$ cat config.mk
export PLATFORM = sky130hd
export DESIGN_NAME = rtc_periodic_irq
export DESIGN_NICKNAME = d
export VERILOG_FILES = /design/src/rtl/rtc_periodic_irq.sv
export SDC_FILE = /design/constraint.sdc
export NUM_CORES = 1
export LEC_CHECK = 0
export BUFFER_PORTS_ARGS = -buffer_cell sky130_fd_sc_hd__buf_2
export CORE_AREA = 5 5 54 51
export CTS_BUF_LIST = sky130_fd_sc_hd__clkbuf_4
export CTS_CLUSTER_SIZE = 10
export DETAILED_ROUTE_END_ITERATION = 7
export DIE_AREA = 0 0 59 56
export HOLD_SLACK_MARGIN = 0.06
export PLACE_DENSITY = 0.63
export SLEW_MARGIN = 20
export SYNTH_ARGS = -nofsm -noshare
export SYNTH_HDL_FRONTEND = slang
export SYNTH_SLANG_ARGS = --single-unit
export TNS_END_PERCENT = 5
$ cat constraint.sdc
create_clock -name clk -period 1.5 [get_ports clk]
set_input_delay 0.225 -clock clk [delete_from_list [all_inputs] [get_ports clk]]
set_output_delay 0.225 -clock clk [all_outputs]
set_load 0.1 [all_outputs]
$ cat src/rtl/rtc_periodic_irq.sv
module rtc_periodic_irq #(
  parameter int unsigned TICKS_PER_SEC = 32768,
  parameter int unsigned SYNC_DELAY    = 3
) (
  input  logic       clk,
  input  logic       rst_n,
  input  logic       tick_32k,
  input  logic       sec_inc,
  input  logic       min_inc,
  input  logic       hour_inc,
  input  logic       month_inc,
  input  logic [2:0] cycle_sel,
  input  logic       flag_wr,
  input  logic       flag_wdata,
  output logic       irq_pull_low,
  output logic       irq_flag
);
  localparam int unsigned CW = $clog2(TICKS_PER_SEC);
  localparam logic [CW-1:0] LAST_C  = CW'(TICKS_PER_SEC - 1);
  localparam logic [CW-1:0] HALF_C  = CW'(TICKS_PER_SEC / 2);
  localparam logic [CW-1:0] QUART_C = CW'(TICKS_PER_SEC / 4);
  localparam logic [CW-1:0] TQ_C    = CW'((TICKS_PER_SEC / 4) * 3);
  localparam logic [CW-1:0] SYNC_C  = CW'(SYNC_DELAY);

  logic [CW-1:0] phase_q;
  logic          latch_q;
  logic          live_q;
  logic          event_hit;
  logic          line_low;

  wire level_mode = cycle_sel[2];
  wire clear_req  = flag_wr & ~flag_wdata;
  wire low_1hz    = phase_q < HALF_C;
  wire low_2hz    = (phase_q < QUART_C) | ((phase_q >= HALF_C) & (phase_q < TQ_C));

  always_comb begin
    case (cycle_sel[1:0])
      2'd0:    event_hit = sec_inc;
      2'd1:    event_hit = min_inc;
      2'd2:    event_hit = hour_inc;
      default: event_hit = month_inc;
    endcase
  end

  always_ff @(posedge clk or negedge rst_n) begin
    if (!rst_n) begin
      phase_q <= '0;
    end else if (sec_inc) begin
      phase_q <= SYNC_C;
    end else if (tick_32k) begin
      phase_q <= (phase_q == LAST_C) ? '0 : phase_q + 1'b1;
    end
  end

  always_ff @(posedge clk or negedge rst_n) begin
    if (!rst_n) begin
      latch_q <= 1'b0;
      live_q  <= 1'b0;
    end else begin
      live_q <= 1'b1;
      if (!level_mode)    latch_q <= 1'b0;
      else if (event_hit) latch_q <= 1'b1;
      else if (clear_req) latch_q <= 1'b0;
    end
  end

  always_comb begin
    case (cycle_sel)
      3'b000:  line_low = 1'b0;
      3'b001:  line_low = 1'b1;
      3'b010:  line_low = low_2hz;
      3'b011:  line_low = low_1hz;
      default: line_low = latch_q;
    endcase
  end

  assign irq_flag     = live_q & line_low;
  assign irq_pull_low = irq_flag;

  a_r2_off_released: assert property (@(posedge clk) disable iff (!rst_n)
    cycle_sel == 3'b000 |-> !irq_pull_low);
  a_r3_fixed_low: assert property (@(posedge clk) disable iff (!rst_n)
    (cycle_sel == 3'b001 && live_q) |-> irq_pull_low);
  a_r4_resync_phase: assert property (@(posedge clk) disable iff (!rst_n)
    sec_inc |=> phase_q == SYNC_C);
  a_r6_event_sets: assert property (@(posedge clk) disable iff (!rst_n)
    (level_mode && event_hit) |=> latch_q);
  a_r8_write_one_inert: assert property (@(posedge clk) disable iff (!rst_n)
    (!latch_q && !event_hit && flag_wr && flag_wdata) |=> !latch_q);
  a_r9_flag_holds: assert property (@(posedge clk) disable iff (!rst_n)
    (level_mode && latch_q && !clear_req) |=> latch_q);
  a_r10_leave_discards: assert property (@(posedge clk) disable iff (!rst_n)
    !level_mode |=> !latch_q);
endmodule

Word-level counts from Yosys, hierarchy flattened. Cells that the tools add are included.

$add $sub $neg: 1. $lt $le $gt $ge: 4. Eq/ne operators: 7. Mux-type cells: 8. Bitwise operators: 5. Reduce and logical (&&, ||, !) cells: 3.

Operators by type and width (count): 15-bit 2-to-1 mux (3); 15-bit less-than comparator, second input constant (2); 15-bit by 1-bit adder with 15-bit output, second input constant (1); 15-bit equality test, second input constant (1); 15-bit >= comparator, second input constant (1); 15-bit by 14-bit less-than comparator with 1-bit output, second input constant (1); 3-bit by 2-bit equality test with 1-bit output, second input constant (2); 1-bit one-hot mux with 4 select lines (1); 1-bit bitwise AND (3); 3-bit by 1-bit equality test with 1-bit output, second input constant (1); 3-bit zero test (1); 1-bit 2-to-1 mux (3); 3-bit by 1-bit != test with 1-bit output, second input constant (1); 1-bit one-hot mux with 3 select lines (1); 2-bit by 1-bit equality test with 1-bit output, second input constant (1); 2-bit equality test, second input constant (1); 2-bit zero test (1); 2-bit nonzero test (1); 1-bit NOT (1); 1-bit bitwise OR (1).

Register bits after elaboration: 17. Bits of input ports: 12. Output and inout port bits: 2. Logic and storage cells: 31.

Longest topological paths before layout. Gate-level depths: netlist (run 1).

Depth in word-level cells: 5. Depth in mapped cells: 5. Gate-level depth less buffers: 5.

Least setup slack after synthesis (run 1). No wires, ideal clock.

Path kind: register to output. From: reg phase_q[13]. To: out irq_pull_low. Arrival: 1878 ps. Required time: 1275 ps. Path slack: -603 ps. Stages on the path, launching flop included: 6. Path buffers: 1. Cell sequence: dfrtp_1 nor2b_1 o21ai_0 o21ai_0 and2_1 buf_4.

Word-level cells in the longest chain between the ends: 5. Elaborated cells between the ends (all ways): 8. Those cells by class: order compare (4); mux (1); bitwise (3).

Ends and longest elaborated chain: start: declaration (RTL line 25) `logic [CW-1:0] phase_q;`; start signal: assignment (RTL line 51) `phase_q <= (phase_q == LAST_C) ? '0 : phase_q + 1'b1;`; 15-bit >= comparator / 15-bit less-than comparator (equally long branches) (RTL line 34) `wire low_2hz = (phase_q < QUART_C) | ((phase_q >= HALF_C) & (phase_q < TQ_C));`; 1-bit bitwise AND (RTL line 34); 1-bit bitwise OR (RTL line 34); 1-bit one-hot mux with 4 select lines (*) (RTL line 68) `case (cycle_sel)`; 1-bit bitwise AND (*) (RTL line 77) `assign irq_flag = live_q & line_low;`; end: declaration (RTL line 15) `output logic irq_pull_low,`.

Every way passes the cells marked *; elsewhere a longest branch is shown, timed or not.

Worst setup path after layout (run 1).
From: reg phase_q[5]. To: reg phase_q[14].

Word-level cells in the longest chain between the ends: 4. Elaborated cells between the ends (all ways): 5. Those cells by class: add/sub (1); eq/ne (1); mux (3).

Ends and longest elaborated chain: 15-bit by 1-bit adder with 15-bit output / 15-bit equality test (equally long branches) (RTL line 51); 15-bit 2-to-1 mux (*) (RTL line 51); 15-bit 2-to-1 mux (*) (RTL line 50) `end else if (tick_32k) begin`; 15-bit 2-to-1 mux (*) (RTL line 48) `end else if (sec_inc) begin`.

Every way passes the cells marked *; elsewhere a longest branch is shown, timed or not. The select of a mux whose other input is x is not followed. A chain may end at the register's enable or synchronous reset.

==> results.py, run 1 <==
metrics = {
    "run_status": {
        "outcome": "finished, violations left",
        "violations": "negative setup slack",
    },
    "setup_path": {
        "path_class": "flip-flop to flip-flop",
        "cp-end-kind": "flip-flop",
        "start_kind": "flip-flop",
        "crit_path_start": "phase_q[5]$_DFFE_PN0P_",
        "worst_ep_arrival_time_ns": 1.85,
        "required_ns": 1.72,
        "worstPathMaxFanout": 4,
        "worstReg2RegStart": "phase_q[5]$_DFFE_PN0P_",
    },
    "finish": {
        "antenna_cells": 0,
        "n_fill_cell": 189,
        "finalNetCount": 146,
        "seqCellArea_um2": 425.4,
        "instances_no_fill": 159,
        "synthToLayoutAreaGrowth_pct": 35.02,
        "drive_gt1_frac": 0.3485,
        "multi_input_area_um2": 479.2,
    },
    "floorplan": {
        "die_w_um": 59,
        "start_util": 0.4310,
        "row_count": 16,
        "fp.dieH_um": 56,
        "die_area_um2": 3304,
        "num_io_pins": 14,
        "core_um2": 2122,
    },
    "sta": {
        "maxSlewViolCount": 0,
        "worst_slew_pin_slew_ns": 0.5006,
        "timing.slew.headroom": 0.6660,
        "tns_ns": -0.6626,
        "finalCritPeriodShare": 1.087,
        "layout_setup_ws_ns": -0.1304,
        "rsz0062_at_grt": "true",
        "finClkSkew_ns": 0.002778,
        "max_freq_mhz": 613.3,
        "setup_viol": 12,
        "hold_violations": 0,
        "finalCriticalPeriod_ns": 1.630,
    },
    "synth": {
        "ys_seq_area_frac": 0.4651,
        "synth_compound_area_frac": 0.1012,
        "netlist_instances": 98,
        "synthMuxAreaShare": 0.02462,
        "synth-simple-area-share": 0.2531,
        "syn_avg_cell_area_um2": 9.333,
        "yosysWarnings": 0,
        "synth_top_family_by_area": "simple AND/OR/NAND/NOR gates",
        "synthAdderAreaFrac": 0.01368,
        "syn_area_um2": 914.6,
        "synth_fp_nets": 111,
        "yosys.area_share.xor_xnor": 0.1053,
        "synth_cell_types": 28,
        "synth_seq_cells": 17,
    },
    "global_routing": {
        "gr-usage-all-layers": 0.1368,
        "grt_overflow": 0,
        "grt_max_degree": 18,
        "grt_pass1_vias": 840,
        "antenna_found_initial": 0,
        "grt_pass1_wl_um": 3532,
    },
    "placement": {
        "io_buffers": 13,
        "place_inst": 152,
        "place.gp.congestion": 0.8924,
        "dp_hpwl_um": 1540,
    },
    "detailed_routing": {
        "wirelength_um": 2019,
        "highest_layer": "met4",
        "wl_per_cell_um": 12.70,
        "wl_met1_um": 888,
        "drc": 0,
        "viasPerCell": 5.119,
        "vias": 814,
        "drt_iter0_markers": 18,
        "wl_met3_um": 152,
        "drt_pass1_iterations": 5,
        "ant_nets": 0,
        "wl_met2_um": 967,
    },
    "flow_run": {
        "drv_cap": 0,
    },
    "clock_network": {
        "numCtsBuffers": 3,
        "clock_path_buffers": 2,
        "cts_tree": "done",
        "cts-htree-levels": 1,
        "clock_latency_ns": 0.28,
        "clk_pin_slew_ns": 0.10,
        "cts_sinks": 17,
        "root_buffer": "clkbuf_4",
    },
    "power_and_ir_drop": {
        "power_density_nw_per_um2": 745.6,
        "ir_drop_mv": 0.7400,
        "p_leak_nw": 0.5299,
    },
    "worst_hold_path": {
        "hold_start": "cycle_sel[2]",
        "hold_class": "input pin to flip-flop",
    },
}
-- final timing paths --
path                                                end  slack, ns  cells past startpoint
worst max-delay path            phase_q[14]$_DFFE_PN0P_      -0.13                      4
worst min-delay path                latch_q$_DFFE_PN0P_       0.21                      2
worst max register to register  phase_q[14]$_DFFE_PN0P_      -0.13                      4
worst min register to register  phase_q[11]$_DFFE_PN0P_       0.56                      2
max in group asynchronous              live_q$_DFF_PN0_       0.84                      2
min in group asynchronous        phase_q[6]$_DFFE_PN0P_       0.38                      2
-- kinds of logic after synthesis --
family	Yosys count
XOR/XNOR	11
AND/OR/NAND/NOR	45
flip-flops	17
adder cells (fa/ha/maj)	1
multiplexers	1
other	1
AO/OA/AOI/OAI	15
buffers and inverters	7
-- routing by layer --
| metal | GRT usage | vias up |
|---|---|---|
| met3 | 0.04640 | 2 |
| met5 | 0 | - |
| met4 | 0.02589 | 0 |
| met1 | 0.1679 | 379 |
| met2 | 0.2303 | 24 |
| li1 | - | 409 |
-- power by group --
group	total, mW	internal, mW	switching, mW
combinational	0.176	0.0761	0.100
sequential	0.484	0.472	0.0116
clock	0.261	0.121	0.139
-- registers in the layout (all words and copies together) (netlist names) --
name	flops
live_q	1
phase_q	15
latch_q	1
-- layout by cell type (no fill, tap or decap), types with 3 or more instances in the layout --
cell / n
buf_4: 18
dfrtp_1: 17
nor2_1: 12
buf_2: 11
xnor2_1: 10
nand2_1: 8
nor3_1: 6
a21oi_1: 5
nand3_1: 4
inv_1: 4
nor4_1: 4
clkbuf_4: 4
nand4_1: 3
-- through the flow --
step           power (mW)  cell area [um2]    util  setup WS [ns]  hold slack (ns)
2_1_floorplan      0.5823            919.6       -        -0.1114         -0.07059
3_3_place_gp       0.6592             1161  0.5472       -0.06432           0.1680
3_5_place_dp       0.6639             1161  0.5472       -0.09161           0.1753
4_1_cts            0.9275             1220  0.5749        -0.1210           0.2065
5_1_grt            0.9632             1235  0.5820        -0.1822           0.2050
6_report           0.9208             1235  0.5820        -0.1304           0.2086
-- cells in the mapped netlist, drive strengths merged --
cell     instances  share of area
dfrtp           17           0.47
nor2            12          0.049
xnor2           10          0.096
nand2            8          0.033
a21oi            6          0.033
nor3             6          0.033
inv              4          0.016
nand3            4          0.022
nand4            4          0.034
nor4             4          0.027
o21ai            4          0.022
clkbuf           2         0.0082
nor2b            2          0.014
o211ai           2          0.016
and2             1         0.0068
buf              1         0.0082
conb             1         0.0041
ha               1          0.014
mux4             1          0.025
nand2b           1         0.0068
nand3b           1         0.0082
o2111ai          1         0.0096
o21bai           1          0.012
o31ai            1         0.0082
or3              1         0.0068
or4              1          0.012
xor2             1         0.0096
-- layout make-up --
class	instances	area share
clock buffer	4	0.02432
inverter	4	0.01216
multi-input combinational	74	0.3880
sequential	17	0.3445
tap	27	0.02736
timing repair buffer	33	0.2036
-- what timing repair did --
item                                    4_1_cts  5_1_grt
setup buffers                                 2        0
endpoints found under the hold margin        17        0
hold buffers                                  1        0
resized for setup                             3        4
endpoints found under the setup margin       12       16
pin swaps                                     2        2
-- critical path: stages (launching register included) --
cell and delay (ns):
dfrtp_1 0.38, nand4_1 0.19, or4_4 0.54, or3_4 0.34, a21oi_2 0.13
Note: power is estimated with default switching activity, not from simulation.
==> run 2, diff against run 1 <==
==> constraint.sdc (replaced) <==
create_clock -name clk -period 1.5 [get_ports clk]
set_input_delay 0.075 -clock clk [delete_from_list [all_inputs] [get_ports clk]]
set_output_delay 0.075 -clock clk [all_outputs]
set_load 0.1 [all_outputs]
==> run 2 against run 1 <==
Compared with the run above:
- clock skew is 0.0011 ns lower
- hold slack worse by 0.15 ns
- first-iteration DRC count is 33% higher
- the flow still finishes with violations (negative setup slack)
- routed wire length is 11% higher
==> results.py, run 2 (synthesized netlist as in run 1, its figures left out) <==
metrics = {
    "run_status": {
        "outcome": "finished, violations left",
        "violations": "negative setup slack",
    },
    "setup_path": {
        "cp-end-kind": "flip-flop",
        "crit_path_start": "phase_q[1]$_DFFE_PN0P_",
        "cp_slowest_stage_delay_ns": 0.51,
        "worstReg2RegStart": "phase_q[1]$_DFFE_PN0P_",
        "worst_ep_arrival_time_ns": 1.93,
        "crit_buf_inv": 0,
        "start_kind": "flip-flop",
        "required_ns": 1.74,
        "r2r_setup_slack_ns": -0.19,
        "path_class": "flip-flop to flip-flop",
        "worstPathMaxFanout": 3,
        "crit_chain": "ha_2 > nand4_1 > or4_4 > or3_4 > a21oi_2",
        "slowest_stage": "or4_4",
        "critical_path.top_delay_family": "simple AND/OR/NAND/NOR gates",
    },
    "finish": {
        "n_fill_cell": 206,
        "final_util": 0.5914,
        "multi_input_area_um2": 473.0,
        "largest_registers": "phase_q: 15 flops, latch_q: 1 flops, live_q: 1 flops",
        "drive_gt1_frac": 0.3407,
        "largest-register": "phase_q",
        "finalNetCount": 149,
        "largest_reg_flops": 15,
        "final_common_cell": "buf_4",
        "seqCellArea_um2": 425.4,
        "most-common-layout-cells": "buf_4 (19), dfrtp_1 (17), nor2_1 (12)",
        "stdcell_area_um2": 1255,
        "antenna_cells": 0,
        "synthToLayoutAreaGrowth_pct": 37.21,
    },
    "placement": {
        "place.gp.congestion": 0.8710,
        "io_buffers": 13,
        "placed_area_um2": 1154,
        "preCtsSetupSlack_ns": -0.1495,
        "dp_hpwl_um": 1625,
    },
    "sta": {
        "max_freq_mhz": 592.5,
        "hold_violations": 0,
        "setup_viol": 13,
        "finalCritPeriodShare": 1.125,
        "whs_ns": 0.05979,
        "layout_setup_ws_ns": -0.1876,
        "finalCriticalPeriod_ns": 1.688,
        "rsz0062_at_grt": "true",
        "finClkSkew_ns": 0.001683,
        "maxSlewViolCount": 0,
    },
    "flow_run": {
        "drv_cap": 0,
    },
    "worst_hold_path": {
        "hold_class": "input pin to flip-flop",
        "hold_start": "sec_inc",
    },
    "global_routing": {
        "grt_max_degree": 18,
        "gr-usage-all-layers": 0.1513,
        "grt_pass1_wl_um": 3767,
        "grt_overflow": 0,
        "antenna_found_initial": 0,
        "grt_pass1_vias": 864,
    },
    "clock_network": {
        "cts-htree-levels": 1,
        "clock_path_buffers": 2,
        "cts_sinks": 17,
        "root_buffer": "clkbuf_4",
        "clk_pin_slew_ns": 0.11,
        "clock_latency_ns": 0.30,
        "cts_tree": "done",
        "numCtsBuffers": 3,
    },
    "floorplan": {
        "core_um2": 2122,
        "num_io_pins": 14,
        "fp.dieH_um": 56,
        "die_w_um": 59,
        "start_util": 0.4310,
        "row_count": 16,
        "die_area_um2": 3304,
    },
    "detailed_routing": {
        "vias": 851,
        "wirelength_um": 2250,
        "drt_iter0_markers": 24,
        "wl_per_cell_um": 13.89,
        "drc": 0,
        "viasPerCell": 5.253,
        "drt_pass1_iterations": 4,
        "ant_nets": 0,
    },
    "power_and_ir_drop": {
        "power_density_nw_per_um2": 749.5,
        "ir_drop_mv": 0.4719,
        "p_leak_nw": 0.5390,
    },
}
## run 2: repair_timing
action	CTS	global route
buffers inserted	3	2
hold endpoints to repair	18	0
resized for setup	3	3
setup endpoints to repair	12	16
hold buffers	2	0
pin swaps	5	0
## run 2: power by group
part           leakage, nW  total [mW]  switching, mW  internal (mW)
logic                0.296       0.190          0.104         0.0857
clock network       0.0177       0.266          0.166         0.0995
registers            0.226       0.485         0.0127          0.472
total                0.539       0.941          0.283          0.658
## run 2: path summary, 6_finish.rpt
path                                           endpoint  cells past startpoint
worst max-delay path            phase_q[14]$_DFFE_PN0P_                      5
worst min-delay path            phase_q[14]$_DFFE_PN0P_                      2
worst max register to register  phase_q[14]$_DFFE_PN0P_                      5
worst min register to register      latch_q$_DFFE_PN0P_                      2
max in group asynchronous       phase_q[10]$_DFFE_PN0P_                      2
min in group asynchronous        phase_q[6]$_DFFE_PN0P_                      2
## run 2: layout make-up
| cell class | instances | share of cell area |
|---|---|---|
| inverter | 4 | 0.01196 |
| timing repair buffer | 36 | 0.2233 |
| sequential | 17 | 0.3390 |
| clock inverter | 1 | 0.003988 |
| multi-input combinational | 74 | 0.3769 |
| tap | 27 | 0.02692 |
| clock buffer | 3 | 0.01795 |
## run 2: layer usage
layer | up-vias | global-route usage | share of wire
li1 | 415 | - | -
met1 | 404 | 0.1633 | 0.40
met2 | 27 | 0.2697 | 0.51
met3 | 5 | 0.02552 | 0.065
met4 | 0 | 0.08414 | 0.020
met5 | - | 0 | 0
## run 2: metrics by stage
stage | power, mW | TNS (ns) | instances
6_report | 0.9406 | -1.307 | 162
3_5_place_dp | 0.6640 | -1.034 | 151
5_1_grt | 0.9759 | -2.469 | 162
4_1_cts | 0.9391 | -1.084 | 160
3_3_place_gp | 0.6565 | -0.08972 | 151
2_1_floorplan | 0.5823 | -0.7158 | 98
==> run 3, diff against run 2 <==
--- a/config.mk
+++ b/config.mk
@@ -6,13 +6,13 @@
 export NUM_CORES = 1
 export LEC_CHECK = 0
 export BUFFER_PORTS_ARGS = -buffer_cell sky130_fd_sc_hd__buf_2
-export CORE_AREA = 5 5 54 51
+export CORE_AREA = 5 5 52 54
 export CTS_BUF_LIST = sky130_fd_sc_hd__clkbuf_4
 export CTS_CLUSTER_SIZE = 10
 export DETAILED_ROUTE_END_ITERATION = 7
-export DIE_AREA = 0 0 59 56
+export DIE_AREA = 0 0 57 59
 export HOLD_SLACK_MARGIN = 0.06
-export PLACE_DENSITY = 0.63
+export PLACE_DENSITY = 0.62
 export SLEW_MARGIN = 20
 export SYNTH_ARGS = -nofsm -noshare
 export SYNTH_HDL_FRONTEND = slang
==> run 3 against run 2 <==
Compared with the run above:
- the run still ends with negative setup slack left
- global-route usage shrank 2.7 points
- critical path depth is the same
- final area shrank 0.30%
- clock skew is essentially flat
- clock power shrank 8.6%
- core utilization shrank 1.5 points
- highest routed layer unchanged
==> results.py, run 3 (synthesized netlist as in run 1, its figures left out) <==
metrics = {
    "run_status": {
        "outcome": "finished, violations left",
        "violations": "negative setup slack",
    },
    "setup_path": {
        "cp-end-kind": "flip-flop",
        "start_kind": "flip-flop",
        "crit_chain": "ha_2 > nand4_1 > or4_4 > or3_4 > a21oi_2",
        "worstPathMaxFanout": 3,
        "worst_ep_arrival_time_ns": 1.87,
        "slowest_stage": "or4_4",
        "required_ns": 1.73,
        "path_class": "flip-flop to flip-flop",
        "crit_buf_inv": 0,
        "critical_path.top_delay_family": "simple AND/OR/NAND/NOR gates",
        "cp_slowest_stage_delay_ns": 0.45,
    },
    "finish": {
        "final_common_cell": "buf_4",
        "drive_gt1_frac": 0.3433,
        "antenna_cells": 0,
        "final_util": 0.5767,
        "most-common-layout-cells": "buf_4 (19), dfrtp_1 (17), nor2_1 (12)",
        "largest-register": "phase_q",
        "stdcell_area_um2": 1251,
        "largest_registers": "phase_q: 15 flops, latch_q: 1 flops, live_q: 1 flops",
        "instances_no_fill": 162,
        "finalNetCount": 148,
        "largest_reg_flops": 15,
        "synthToLayoutAreaGrowth_pct": 36.80,
    },
    "global_routing": {
        "antenna_found_initial": 0,
        "grt_pass1_wl_um": 3325,
        "grt_pass1_vias": 824,
        "grt_overflow": 0,
        "grt_max_degree": 18,
        "gr-usage-all-layers": 0.1241,
    },
    "detailed_routing": {
        "viasPerCell": 5.198,
        "drt_pass1_iterations": 4,
        "wl_per_cell_um": 12.56,
        "drc": 0,
        "vias": 842,
        "ant_nets": 0,
        "wirelength_um": 2035,
        "drt_iter0_markers": 35,
    },
    "clock_network": {
        "clock_latency_ns": 0.29,
        "cts_sinks": 17,
        "root_buffer": "clkbuf_4",
        "clock_path_buffers": 2,
        "numCtsBuffers": 3,
        "clk_pin_slew_ns": 0.10,
        "cts-htree-levels": 1,
        "cts_tree": "done",
    },
    "floorplan": {
        "die_w_um": 57,
        "die_area_um2": 3363,
        "start_util": 0.4216,
        "core_um2": 2170,
        "row_count": 17,
        "fp.dieH_um": 59,
        "num_io_pins": 14,
    },
    "power_and_ir_drop": {
        "p_switching_mw": 0.2570,
        "swShare": 0.2823,
        "power_frac_seq": 0.528,
        "power_density_nw_per_um2": 727.6,
        "p_int_mw": 0.6533,
        "p_comb_frac": 0.205,
        "p_leak_nw": 0.5336,
        "ir_drop_mv": 0.4878,
        "clockPowerShare": 0.267,
    },
    "sta": {
        "finalCriticalPeriod_ns": 1.643,
        "rsz0062_at_grt": "true",
        "layout_setup_ws_ns": -0.1431,
        "hold_violations": 0,
        "finClkSkew_ns": 0.002166,
        "setup_viol": 13,
        "max_freq_mhz": 608.6,
        "maxSlewViolCount": 0,
        "finalCritPeriodShare": 1.095,
        "tns_ns": -0.8861,
    },
    "placement": {
        "placed_area_um2": 1155,
        "io_buffers": 13,
        "dp_hpwl_um": 1510,
        "preCtsSetupSlack_ns": -0.1265,
        "place.gp.congestion": 0.8793,
        "place_inst": 152,
    },
    "worst_hold_path": {
        "hold_class": "input pin to flip-flop",
    },
    "flow_run": {
        "drv_cap": 0,
    },
}
-- run 3: cell types whose count changed in the layout (fill, tap and decap cells not counted), sizes merged --
| cell | change |
|---|---|
| buf | -1 |
-- run 3: cell type report --
type                            count  area (um2)
Clock buffer                        3       22.52
Inverter                            4       15.01
Tap cell                           28       35.03
Timing Repair Buffer               35       269.0
Clock inverter                      1       5.005
Fill cell                         194       918.4
Sequential cell                    17       425.4
Multi-Input combinational cell     74       479.2
-- run 3: layer usage --
| layer | track usage | part of all wire |
|---|---|---|
| met1 | 0.1436 | 0.41 |
| met2 | 0.2251 | 0.50 |
| met3 | 0.02614 | 0.077 |
| met4 | 0.04636 | 0.012 |
| met5 | 0 | 0 |
-- run 3: worst paths after layout --
check	from	endpoint	slack, ns	depth (start not counted)
max in group asynchronous	rst_n	phase_q[14]$_DFFE_PN0P_	1.02	2
hold / removal	sec_inc	phase_q[14]$_DFFE_PN0P_	0.08	2
hold reg to reg	phase_q[11]$_DFFE_PN0P_	phase_q[11]$_DFFE_PN0P_	0.57	2
min in group asynchronous	rst_n	phase_q[11]$_DFFE_PN0P_	0.22	2
setup / recovery	phase_q[0]$_DFFE_PN0P_	phase_q[14]$_DFFE_PN0P_	-0.14	5
setup reg to reg	phase_q[0]$_DFFE_PN0P_	phase_q[14]$_DFFE_PN0P_	-0.14	5
-- run 3: per-stage QoR --
stage / total power [mW] / hold slack [ns]
6_report: 0.9103 / 0.07970
5_1_grt: 0.9549 / 0.07207
2_1_floorplan: 0.5823 / -0.2206
3_3_place_gp: 0.6575 / 0.01118
3_5_place_dp: 0.6608 / 0.01091
4_1_cts: 0.9156 / 0.08076
-- run 3: power groups by stage --
stage	Clock, mW	Sequential, mW	Combinational [mW]
3_3_place_gp	0	0.488	0.170
2_1_floorplan	0	0.492	0.0902
6_report	0.243	0.480	0.187
3_5_place_dp	0	0.489	0.172
4_1_cts	0.253	0.480	0.183
5_1_grt	0.273	0.481	0.201
-- run 3: repair_timing --
item,in CTS,in global routing
hold buffers,2,0
setup buffers,1,3
setup endpoints to repair,12,14
hold endpoints to repair,18,0
resized for setup,3,3
pin swaps,3,2
-- run 3: worst register-to-register path, delay by kind of cell (launching register included) --
kind	cells	cell delay, ns
AND/OR/NAND/NOR	3	0.90
adder cells (fa/ha/maj)	1	0.20
AO/OA/AOI/OAI	1	0.11
flip-flops	1	0.38
